**config.mk**
```make
export PLATFORM = sky130hd
export DESIGN_NAME = pipe_ctrl_gen
export DESIGN_NICKNAME = d
export VERILOG_FILES = /design/src/rtl/pipe_ctrl_gen.sv
export SDC_FILE = /design/constraint.sdc
export NUM_CORES = 1
export LEC_CHECK = 0
export ABC_CLOCK_PERIOD_IN_PS = 800
export BUFFER_PORTS_ARGS = -buffer_cell sky130_fd_sc_hd__buf_4
export CORE_AREA = 2 2 39 41
export DETAILED_ROUTE_END_ITERATION = 10
export DIE_AREA = 0 0 41 43
export GPL_TIMING_DRIVEN = 0
export PLACE_DENSITY = 0.64
export SYNTH_ARGS = -nofsm -noshare
export SYNTH_HDL_FRONTEND = slang
export SYNTH_SLANG_ARGS = --single-unit
export TNS_END_PERCENT = 10
```
**constraint.sdc**
```tcl
create_clock -name clk -period 0.8 [get_ports clk]
set_input_delay 0.12 -clock clk [delete_from_list [all_inputs] [get_ports clk]]
set_output_delay 0.12 -clock clk [all_outputs]
set_load 0.05 [all_outputs]
```
**src/rtl/pipe_ctrl_gen.sv**
```systemverilog
module pipe_ctrl_gen #(
  parameter int OPC_W = 6,
  parameter logic [OPC_W-1:0] OP_REG   = 6'h00,
  parameter logic [OPC_W-1:0] OP_LOAD  = 6'h23,
  parameter logic [OPC_W-1:0] OP_STORE = 6'h2b,
  parameter logic [OPC_W-1:0] OP_BEQ   = 6'h04
) (
  input  logic             clk,
  input  logic             rst_n,
  input  logic [OPC_W-1:0] opcode,
  input  logic             bubble,
  input  logic             flush,
  output logic             ex_dst_rd,
  output logic [1:0]       ex_alu_op,
  output logic             ex_alu_imm,
  output logic             mem_branch,
  output logic             mem_rd,
  output logic             mem_wr,
  output logic             wb_reg_we,
  output logic             wb_from_mem
);

  localparam int EX_W  = 4;
  localparam int MEM_W = 3;
  localparam int WB_W  = 2;
  localparam int LATE_W = MEM_W + WB_W;
  localparam int WORD_W = EX_W + LATE_W;

  logic [WORD_W-1:0] dec_word;

  always_comb begin
    case (opcode)
      OP_REG:   dec_word = {4'b1100, 3'b000, 2'b10};
      OP_LOAD:  dec_word = {4'b0001, 3'b010, 2'b11};
      OP_STORE: dec_word = {4'b0001, 3'b001, 2'b00};
      OP_BEQ:   dec_word = {4'b0010, 3'b100, 2'b00};
      default:  dec_word = '0;
    endcase
  end

  logic [WORD_W-1:0] idex_q;
  logic [LATE_W-1:0] exmem_q;
  logic [WB_W-1:0]   memwb_q;

  wire [WORD_W-1:0] idex_d  = (bubble | flush) ? '0 : dec_word;
  wire [LATE_W-1:0] exmem_d = flush ? '0 : idex_q[LATE_W-1:0];

  always_ff @(posedge clk or negedge rst_n) begin
    if (!rst_n) begin
      idex_q  <= '0;
      exmem_q <= '0;
      memwb_q <= '0;
    end else begin
      idex_q  <= idex_d;
      exmem_q <= exmem_d;
      memwb_q <= exmem_q[WB_W-1:0];
    end
  end

  assign {ex_dst_rd, ex_alu_op, ex_alu_imm} = idex_q[WORD_W-1:LATE_W];
  assign {mem_branch, mem_rd, mem_wr}       = exmem_q[LATE_W-1:WB_W];
  assign {wb_reg_we, wb_from_mem}           = memwb_q;

endmodule

```
=== After elaboration in Yosys (flattened, before gate mapping) ===
Cells that the tools add are included.
Widths: inputs -> output; s select.

* Flip-flop bits (word level): 16
* Bits of input ports: 10
* Output and inout bits: 9
* Logic and storage cells: 11

* Equal/unequal tests: 3
* Mux-type cells: 3
* Bitwise operators: 1
* Reduce and logical (&&, ||, !) cells: 1

{| class="wikitable"
|+ Operators with widths
! cell !! count
|-
| $pmux 9 s4 || 1
|-
| $eq 6x6->1 const B || 2
|-
| $mux 9 || 1
|-
| $eq 6x3->1 const B || 1
|-
| $logic_not 6->1 || 1
|-
| $mux 5 || 1
|-
| $or 1x1->1 || 1
|}

=== Logic depth before layout (Yosys ltp) ===
Gate-level depths: netlist of the first run.

* Word-level depth: 3
* Depth in mapped cells: 2
* Depth with buffers taken out: 2

=== Worst setup path after synthesis of the first run ===
Ideal clock, no wire load.

* Path type: reg2out
* Start: register idex_q[7]
* End: output ex_alu_op[1]
* Arrival time: 0.886 ns
* Required time: 0.680 ns
* Path slack: -0.206 ns
* Cell stages (with the launch flop): 2
* Path buffers: 1
* Cells stage by stage: dfrtp_1 -> buf_4

{| class="wikitable"
|+ RTL lines
! what !! line !! source
|-
| start: declaration || 41 || <nowiki>logic [WORD_W-1:0] idex_q;</nowiki>
|-
| start signal: assignment || 54 || <nowiki>idex_q <= idex_d;</nowiki>
|-
| end: declaration || 14 || <nowiki>output logic [1:0] ex_alu_op,</nowiki>
|}

No word-level cell between the ends.

=== Final worst setup path of the first run ===
* Start: register idex_q[7]
* End: output ex_alu_op[1]

No word-level cell between the ends.

==> flow_summary.yaml, run 1 <==
worst_setup_path:
  crit_path_end_kind: "primary output"
  critPathMaxStageDelay_ps: 410
  cp_max_fo: 2
  crit_family: "flip-flops"
  setup.worst_path.class: "reg2out"
  crit_buf_inv: 2
  cp.required_ps: 680
  arrival_ps: 920
  crit_path_start_kind: "register"
  crit_chain: "buf_6 -> buf_8"
  cp_slowest_cell: "dfrtp_2"
clocking:
  cts_num_sinks: 12
  cts_root_buffer: "clkbuf_4"
  cts-htree-levels: 1
  clk_path_buf_depth: 2
  cts_buffers: 3
  clkTransAtPathRegs_ps: 70
  clk_latency_ps: 260
  cts_tree: "yes"
sta:
  rsz0062_at_grt: "true"
  relSlewSlack_pct: 76.3
  finalHoldViolCount: 0
  tightest_slew_ps: 352
  layout_worst_path_cycle_share_pct: 130
  finalSetupViolations: 9
  post-route-worst-setup-slack_ps: -238
  maxSlewViolCount: 0
  min_period_ps: 1040
  max_freq_mhz: 964
  clock_skew_ps: 3.43
placed_design:
  place.gp.congestion: 0.676
  port_buffers: 18
  pre_cts_slack_ps: -229
  dpl.hpwl_um: 563
layout:
  area_growth_pct: 52.7
  fin_nets: 65
  antenna_cells: 0
  final_cell_mix: "buf_4 (11), dfrtp_1 (11), buf_6 (8)"
  fill_cells: 139
  drive_above_1_share_pct: 51.9
  register_area_um2: 302
  multi_input_area_um2: 121
power_and_ir_drop:
  p_per_area_mw_per_mm2: 1590
  total_power_mw: 1.06
  peakVddDrop_mv: 0.741
  p_leak_nw: 0.329
yosys:
  syn_avg_cell_area_um2: 14.1
  synth_fp_nets: 41
  ys_ff_latch: 12
  syn_area_um2: 437
  synth.distinct_cells: 14
  synthesis.instances: 31
  ys_seq_area_share_pct: 68.8
  yosys_warnings: 0
detailed_routing:
  vias_per_cell: 4.47
  first_pass_iters: 4
  postRouteAntennaNets: 0
  vias: 313
  drc_errors: 0
  routed_wl_um: 708
  wl_per_cell_um: 10.1
  drt_iter0_drc: 1
global_routing:
  grt_pass1_vias: 291
  antenna_found_initial: 0
  grt_max_degree: 13
  overflow: 0
  grt_pass1_wl_mm: 1.10
  track_usage_pct: 9.08
floorplanning:
  io_pins: 19
  rows: 14
  start_util_pct: 31.6
  die_area_mm2: 0.00176
  fp.dieH_um: 43
  core-area_mm2: 0.00138
  die-width_um: 41
flow_run:
  cap_violations: 0
hold_path:
  min_path_type: "in2reg"
status:
  outcome: "finished, violations left"
  violations: "setup timing"
-- metal layers --
| metal | track usage [%] | wire length [um] | vias to the layer above |
|---|---|---|---|
| met5 | 0 | 0 | - |
| met4 | 2.00 | 0 | 0 |
| met2 | 15.6 | 362 | 16 |
| li1 | - | - | 157 |
| met3 | 3.14 | 63 | 0 |
| met1 | 10.2 | 282 | 140 |
-- cell families (layout without fill, tap and decap cells) --
| logic type | count (synthesis) | count (layout) | share of synthesized area (%) |
|---|---|---|---|
| flip-flops | 12 | 12 | 68.8 |
| AND/OR/NAND/NOR | 16 | 16 | 24.9 |
| AO/OA/AOI/OAI | 1 | 1 | 2.86 |
| buffers and inverters | 2 | 25 | 3.44 |
-- area by class of cell --
cell class                      count  area share (%)
Buffer                              2            2.81
Clock buffer                        4            3.94
Multi-Input combinational cell     17            18.2
Sequential cell                    12            45.2
Tap cell                           16            3.00
Timing Repair Buffer               19            26.8
-- worst paths after layout --
path | start | endpoint | slack [ps] | cells after the start
min in group asynchronous | rst_n | exmem_q[2] | 230 | 2
worst min register to register | exmem_q[1] | memwb_q[1] | 360 | 0
worst min-delay path | opcode[4] | idex_q[1] | 30 | 2
max in group asynchronous | rst_n | idex_q[7] | 410 | 2
worst max register to register | idex_q[6] | exmem_q[4] | 200 | 1
worst max-delay path | idex_q[7] | ex_alu_op[1] | -240 | 2
-- synthesized netlist by cell type, drive strengths merged --
| cell | instances | area (um^2) |
|---|---|---|
| nand4b | 1 | 8.76 |
| buf | 2 | 15.0 |
| dfrtp | 12 | 300 |
| nor2 | 1 | 3.75 |
| a211oi | 1 | 12.5 |
| or4 | 1 | 11.3 |
| nor3 | 2 | 10.0 |
| and3b | 1 | 10.0 |
| nor4 | 2 | 12.5 |
| or3 | 1 | 6.26 |
| and3 | 1 | 7.51 |
| nand3 | 1 | 5.00 |
| or3b | 1 | 8.76 |
| nor2b | 4 | 25.0 |
-- state kept, by name (all words and copies together) (netlist names) --
name	flops
idex_q	6
exmem_q	4
memwb_q	2
-- through the flow --
step	util, %	instances	hold slack, ps	cell area (um^2)	setup TNS [ps]
after floorplan	-	31	-176	442	-85.6
after global placement	43.1	65	-36.9	597	-601
after detailed placement	43.1	65	-37.1	597	-681
after CTS	47.9	70	24.4	663	-1370
after global routing	48.2	70	18.4	667	-1560
final	48.2	70	30.5	667	-1270
-- timing repair --
action / 4_1_cts / 5_1_grt
buffers inserted: 0 / 0
endpoints found under the hold margin: 12 / 0
resized for setup: 8 / 1
endpoints found under the setup margin: 9 / 9
hold buffers: 1 / 0
-- where the power goes --
group          internal, mW  switching [mW]
clock network         0.192           0.170
logic                0.0439          0.0440
registers             0.608        0.000698
total                 0.844           0.214
Power figures use the tool's default switching activity.
==> run 2, diff against run 1 <==
ABC_CLOCK_PERIOD_IN_PS = 950   (was 800)
PLACE_DENSITY = unset   (was 0.64)
PLACE_DENSITY_LB_ADDON = 0.1   (was unset)
clock period = 0.95 ns   (was 0.8 ns; I/O delays follow)
==> run 2 against run 1 <==
Core utilization up 0.72 points. Via count up 5.1%. Largest cell class unchanged. Combinational power down 15%. The flow still finishes with violations (setup timing).
==> flow_summary.yaml, run 2 (synthesis results as in run 1) <==
status:
  outcome: "finished, violations left"
  violations: "setup timing"
sta:
  layout_worst_path_cycle_share_pct: 114
  min_period_ps: 1080
  relSlewSlack_pct: 79.7
  holdWs_ps: 32.8
  clock_skew_ps: 1.31
  post-route-worst-setup-slack_ps: -128
  finalSetupViolations: 4
  maxSlewViolCount: 0
  max_freq_mhz: 927
  finalHoldViolCount: 0
  rsz0062_at_grt: "true"
  tightest_slew_ps: 302
  finalSetupTns_ps: -303
layout:
  antenna_cells: 0
  fin_cells: 70
  final_cell_mix: "buf_4 (11), dfrtp_1 (11), buf_6 (8)"
  fin_area_um2: 677
  area_growth_pct: 55.0
  largest_reg_flops: 6
  utilization_pct: 48.9
  reg_top3: "idex_q: 6 flops, exmem_q: 4 flops, memwb_q: 2 flops"
  drive_above_1_share_pct: 53.7
  largest_register: "idex_q"
  fin_nets: 65
detailed_routing:
  postRouteAntennaNets: 0
  wl_per_cell_um: 11.3
  routed_wl_um: 792
  drt_iter0_drc: 1
  vias: 329
  first_pass_iters: 4
  vias_per_cell: 4.70
  drc_errors: 0
clocking:
  cts-htree-levels: 1
  cts_tree: "yes"
  clkTransAtPathRegs_ps: 70
  post-cts-setup-buffer-count: 0
  clk_path_buf_depth: 2
  cts_buffers: 3
  clk_latency_ps: 260
  cts_num_sinks: 12
  cts_root_buffer: "clkbuf_4"
global_routing:
  grt_pass1_wl_mm: 1.28
  antenna_found_initial: 0
  overflow: 0
  grt_max_degree: 13
  track_usage_pct: 11.6
  grt_pass1_vias: 348
worst_setup_path:
  setup.worst_path.class: "reg2out"
  cp.required_ps: 810
  reg2reg_depth: 1
  crit_buf_inv: 2
  cp_slowest_cell: "dfrtp_2"
  worst-path-stages: 2
  critPathMaxStageDelay_ps: 410
  r2r_start: "idex_q[6]"
  crit_start: "idex_q[7]"
  crit_chain: "buf_6 -> buf_8"
  crit_path_end_kind: "primary output"
  cp_max_fo: 2
  crit_family: "flip-flops"
  arrival_ps: 940
  crit_path_start_kind: "register"
hold_path:
  hold_depth: 2
  worstHoldStart: "opcode[4]"
  min_path_type: "in2reg"
placed_design:
  port_buffers: 18
  pre_cts_slack_ps: -149
  place.gp.congestion: 0.672
  place_area_um2: 593
  dp_cells: 65
floorplanning:
  die_area_mm2: 0.00176
  rows: 14
  fp.dieH_um: 43
  die-width_um: 41
  core-area_mm2: 0.00138
  start_util_pct: 31.6
  io_pins: 19
power_and_ir_drop:
  p_leak_nw: 0.335
  p_per_area_mw_per_mm2: 1450
  peakVddDrop_mv: 0.571
  total_power_mw: 0.979
flow_run:
  cap_violations: 0
-- run 2: cell counts in the layout (fill, tap and decap cells not counted) --
Identical to the previous run, type by type.
-- run 2: where the power goes --
part	total (mW)	leakage [nW]	switching (mW)	internal, mW
registers	0.512	0.166	0.000629	0.512
clock network	0.391	0.0210	0.159	0.233
logic	0.0750	0.148	0.0380	0.0371
-- run 2: worst paths after layout --
check                               endpoint  slack, ps
worst max-delay path            ex_alu_op[1]       -130
worst min-delay path               idex_q[1]         30
worst max register to register    exmem_q[4]        350
worst min register to register    memwb_q[1]        360
max in group asynchronous          idex_q[7]        530
min in group asynchronous         memwb_q[0]        250
-- run 2: final cells by class --
class	count	area, um^2
sequential	12	302
timing repair buffer	19	179
multi-input combinational	17	121
clock buffer	4	36.3
buffer	2	18.8
tap	16	20.0
fill	125	707
-- run 2: metal layers --
| layer | share of wire, % | vias up | track usage (%) | wire length (um) |
|---|---|---|---|---|
| met4 | 2.4 | 0 | 14.0 | 19 |
| li1 | - | 156 | - | - |
| met2 | 58 | 17 | 18.4 | 457 |
| met3 | 6.4 | 2 | 1.57 | 51 |
| met1 | 33 | 154 | 10.5 | 263 |
| met5 | 0 | - | 0 | 0 |
-- run 2: what timing repair did --
action	CTS	global route
hold buffers	1	0
pin swaps	0	0
setup endpoints to repair	9	9
hold endpoints to repair	12	0
gates resized for setup	10	0
==> run 3, diff against run 2 <==
ABC_CLOCK_PERIOD_IN_PS = 1200   (was 950)
clock period = 1.2 ns   (was 0.95 ns; I/O delays follow)
==> run 3 against run 2 <==
The run now ends clean. Global-route usage fell by 1.1 points. First-iteration DRC count did not move. Sequential power fell by 21%. Clock-buffer cell count did not move. Clock power fell by 21%. Sequential share of layout area rose by 2.5 points. Clock skew barely moved. Critical path depth did not move.
==> flow_summary.yaml, run 3 (synthesis results as in run 1) <==
layout:
  reg_top3: "idex_q: 6 flops, exmem_q: 4 flops, memwb_q: 2 flops"
  register_area_um2: 300
  fin_nets: 65
  largest_register: "idex_q"
  multi_input_area_um2: 121
  fill_cells: 136
  largest_reg_flops: 6
  final_common_cell: "buf_4"
  fin_area_um2: 638
  antenna_cells: 0
  final_cell_mix: "buf_4 (20), dfrtp_1 (12), nor2b_1 (4)"
  drive_above_1_share_pct: 51.9
  area_growth_pct: 46.1
status:
  outcome: "completed"
hold_path:
  hold_depth: 2
  min_to: "idex_q[1]"
  min_path_type: "in2reg"
  worstHoldStart: "opcode[4]"
placed_design:
  pre_cts_slack_ps: 62.0
  port_buffers: 18
  place_area_um2: 592
  place.gp.congestion: 0.672
global_routing:
  antenna_found_initial: 0
  grt_max_degree: 13
  grt_pass1_wl_mm: 1.18
  grt_pass1_vias: 317
  track_usage_pct: 10.5
  overflow: 0
detailed_routing:
  vias: 325
  routed_wl_um: 736
  drt_iter0_drc: 1
  vias_per_cell: 4.64
  first_pass_iters: 2
  postRouteAntennaNets: 0
  wl_per_cell_um: 10.5
  drc_errors: 0
sta:
  finalHoldViolCount: 0
  maxSlewViolCount: 0
  clock_skew_ps: 0.904
  layout_worst_path_cycle_share_pct: 94.2
  finalSetupTns_ps: 0
  holdWs_ps: 72.9
  max_freq_mhz: 884
  rsz0062_at_grt: "false"
  tightest_slew_ps: 319
  relSlewSlack_pct: 78.5
  post-route-worst-setup-slack_ps: 69.3
  min_period_ps: 1130
  finalSetupViolations: 0
power_and_ir_drop:
  p_int_mw: 0.618
  p_seq_share_pct: 52.5
  p_leak_nw: 0.329
  swShare_pct: 20.0
  p_per_area_mw_per_mm2: 1210
  power.switching_mw: 0.154
  total_power_mw: 0.772
  peakVddDrop_mv: 0.498
  pwr-share-comb_pct: 7.5
  p_clk_share_pct: 40.0
worst_setup_path:
  cp_max_fo: 2
  r2r-end: "exmem_q[4]"
  r2r_start: "idex_q[6]"
  crit_path_end_kind: "primary output"
  setup.worst_path.class: "reg2out"
  crit_path_start_kind: "register"
  rrSetupSlack_ps: 600
  cp.required_ps: 1020
  arrival_ps: 950
  reg2reg_depth: 1
floorplanning:
  start_util_pct: 31.6
  rows: 14
  die_area_mm2: 0.00176
  core-area_mm2: 0.00138
  die-width_um: 41
  io_pins: 19
  fp.dieH_um: 43
clocking:
  cts_tree: "yes"
  clkTransAtPathRegs_ps: 70
  cts-resized-gates: 0
  clk_latency_ps: 260
  cts_root_buffer: "clkbuf_4"
  cts-htree-levels: 1
  cts_num_sinks: 12
  cts_buffers: 3
  clk_path_buf_depth: 2
  post-cts-setup-buffer-count: 0
flow_run:
  cap_violations: 0
[run 3: layout make-up]
cell class / count / area share [%]
multi-input cells: 17 / 19.0
plain buffers: 2 / 2.35
clock buffers: 4 / 5.69
flip-flops and latches: 12 / 47.1
repair buffers: 19 / 22.7
well taps: 16 / 3.14
[run 3: worst max-delay path, cell delays in order, from the launching register on]
cell and delay [ps]:
dfrtp_1 380, buf_4 130, buf_4 180
[run 3: repair_timing]
action	4_1_cts	5_1_grt
hold buffers	1	0
setup endpoints to repair	0	0
endpoints found under the hold margin	12	0
[run 3: worst max-delay path by stage]
stage / startpoint / endpoint / slack [ps] / cells after the start
global route: idex_q[7] / ex_alu_op[1] / 30 / 2
CTS: idex_q[7] / ex_alu_op[1] / 50 / 2
global placement: opcode[2] / idex_q[1] / 80 / 3
floorplan: idex_q[7] / ex_alu_op[1] / 130 / 1
finish: idex_q[7] / ex_alu_op[1] / 70 / 2
detailed placement: opcode[2] / idex_q[1] / 60 / 3
[run 3: power groups by stage]
| stage | clock network [mW] | registers (mW) | logic, mW |
|---|---|---|---|
| 6_report | 0.309 | 0.406 | 0.0580 |
| 5_1_grt | 0.348 | 0.406 | 0.0643 |
| 4_1_cts | 0.323 | 0.406 | 0.0594 |
| 3_5_place_dp | 0 | 0.414 | 0.0567 |
| 3_3_place_gp | 0 | 0.414 | 0.0532 |
| 2_1_floorplan | 0 | 0.416 | 0.0103 |
[run 3: layer usage]
metal | track usage [%] | routed length [um] | up-vias | part of all wire [%]
li1 | - | - | 156 | -
met1 | 10.5 | 269 | 154 | 37
met2 | 15.9 | 413 | 15 | 56
met3 | 1.57 | 52 | 0 | 7.1
met4 | 12.0 | 0 | 0 | 0
met5 | 0 | 0 | - | 0
[run 3: stage by stage]
stage | util [%] | cells
global route | 46.1 | 70
finish | 46.1 | 70
floorplan | - | 31
detailed placement | 42.8 | 65
global placement | 42.8 | 65
CTS | 46.1 | 70
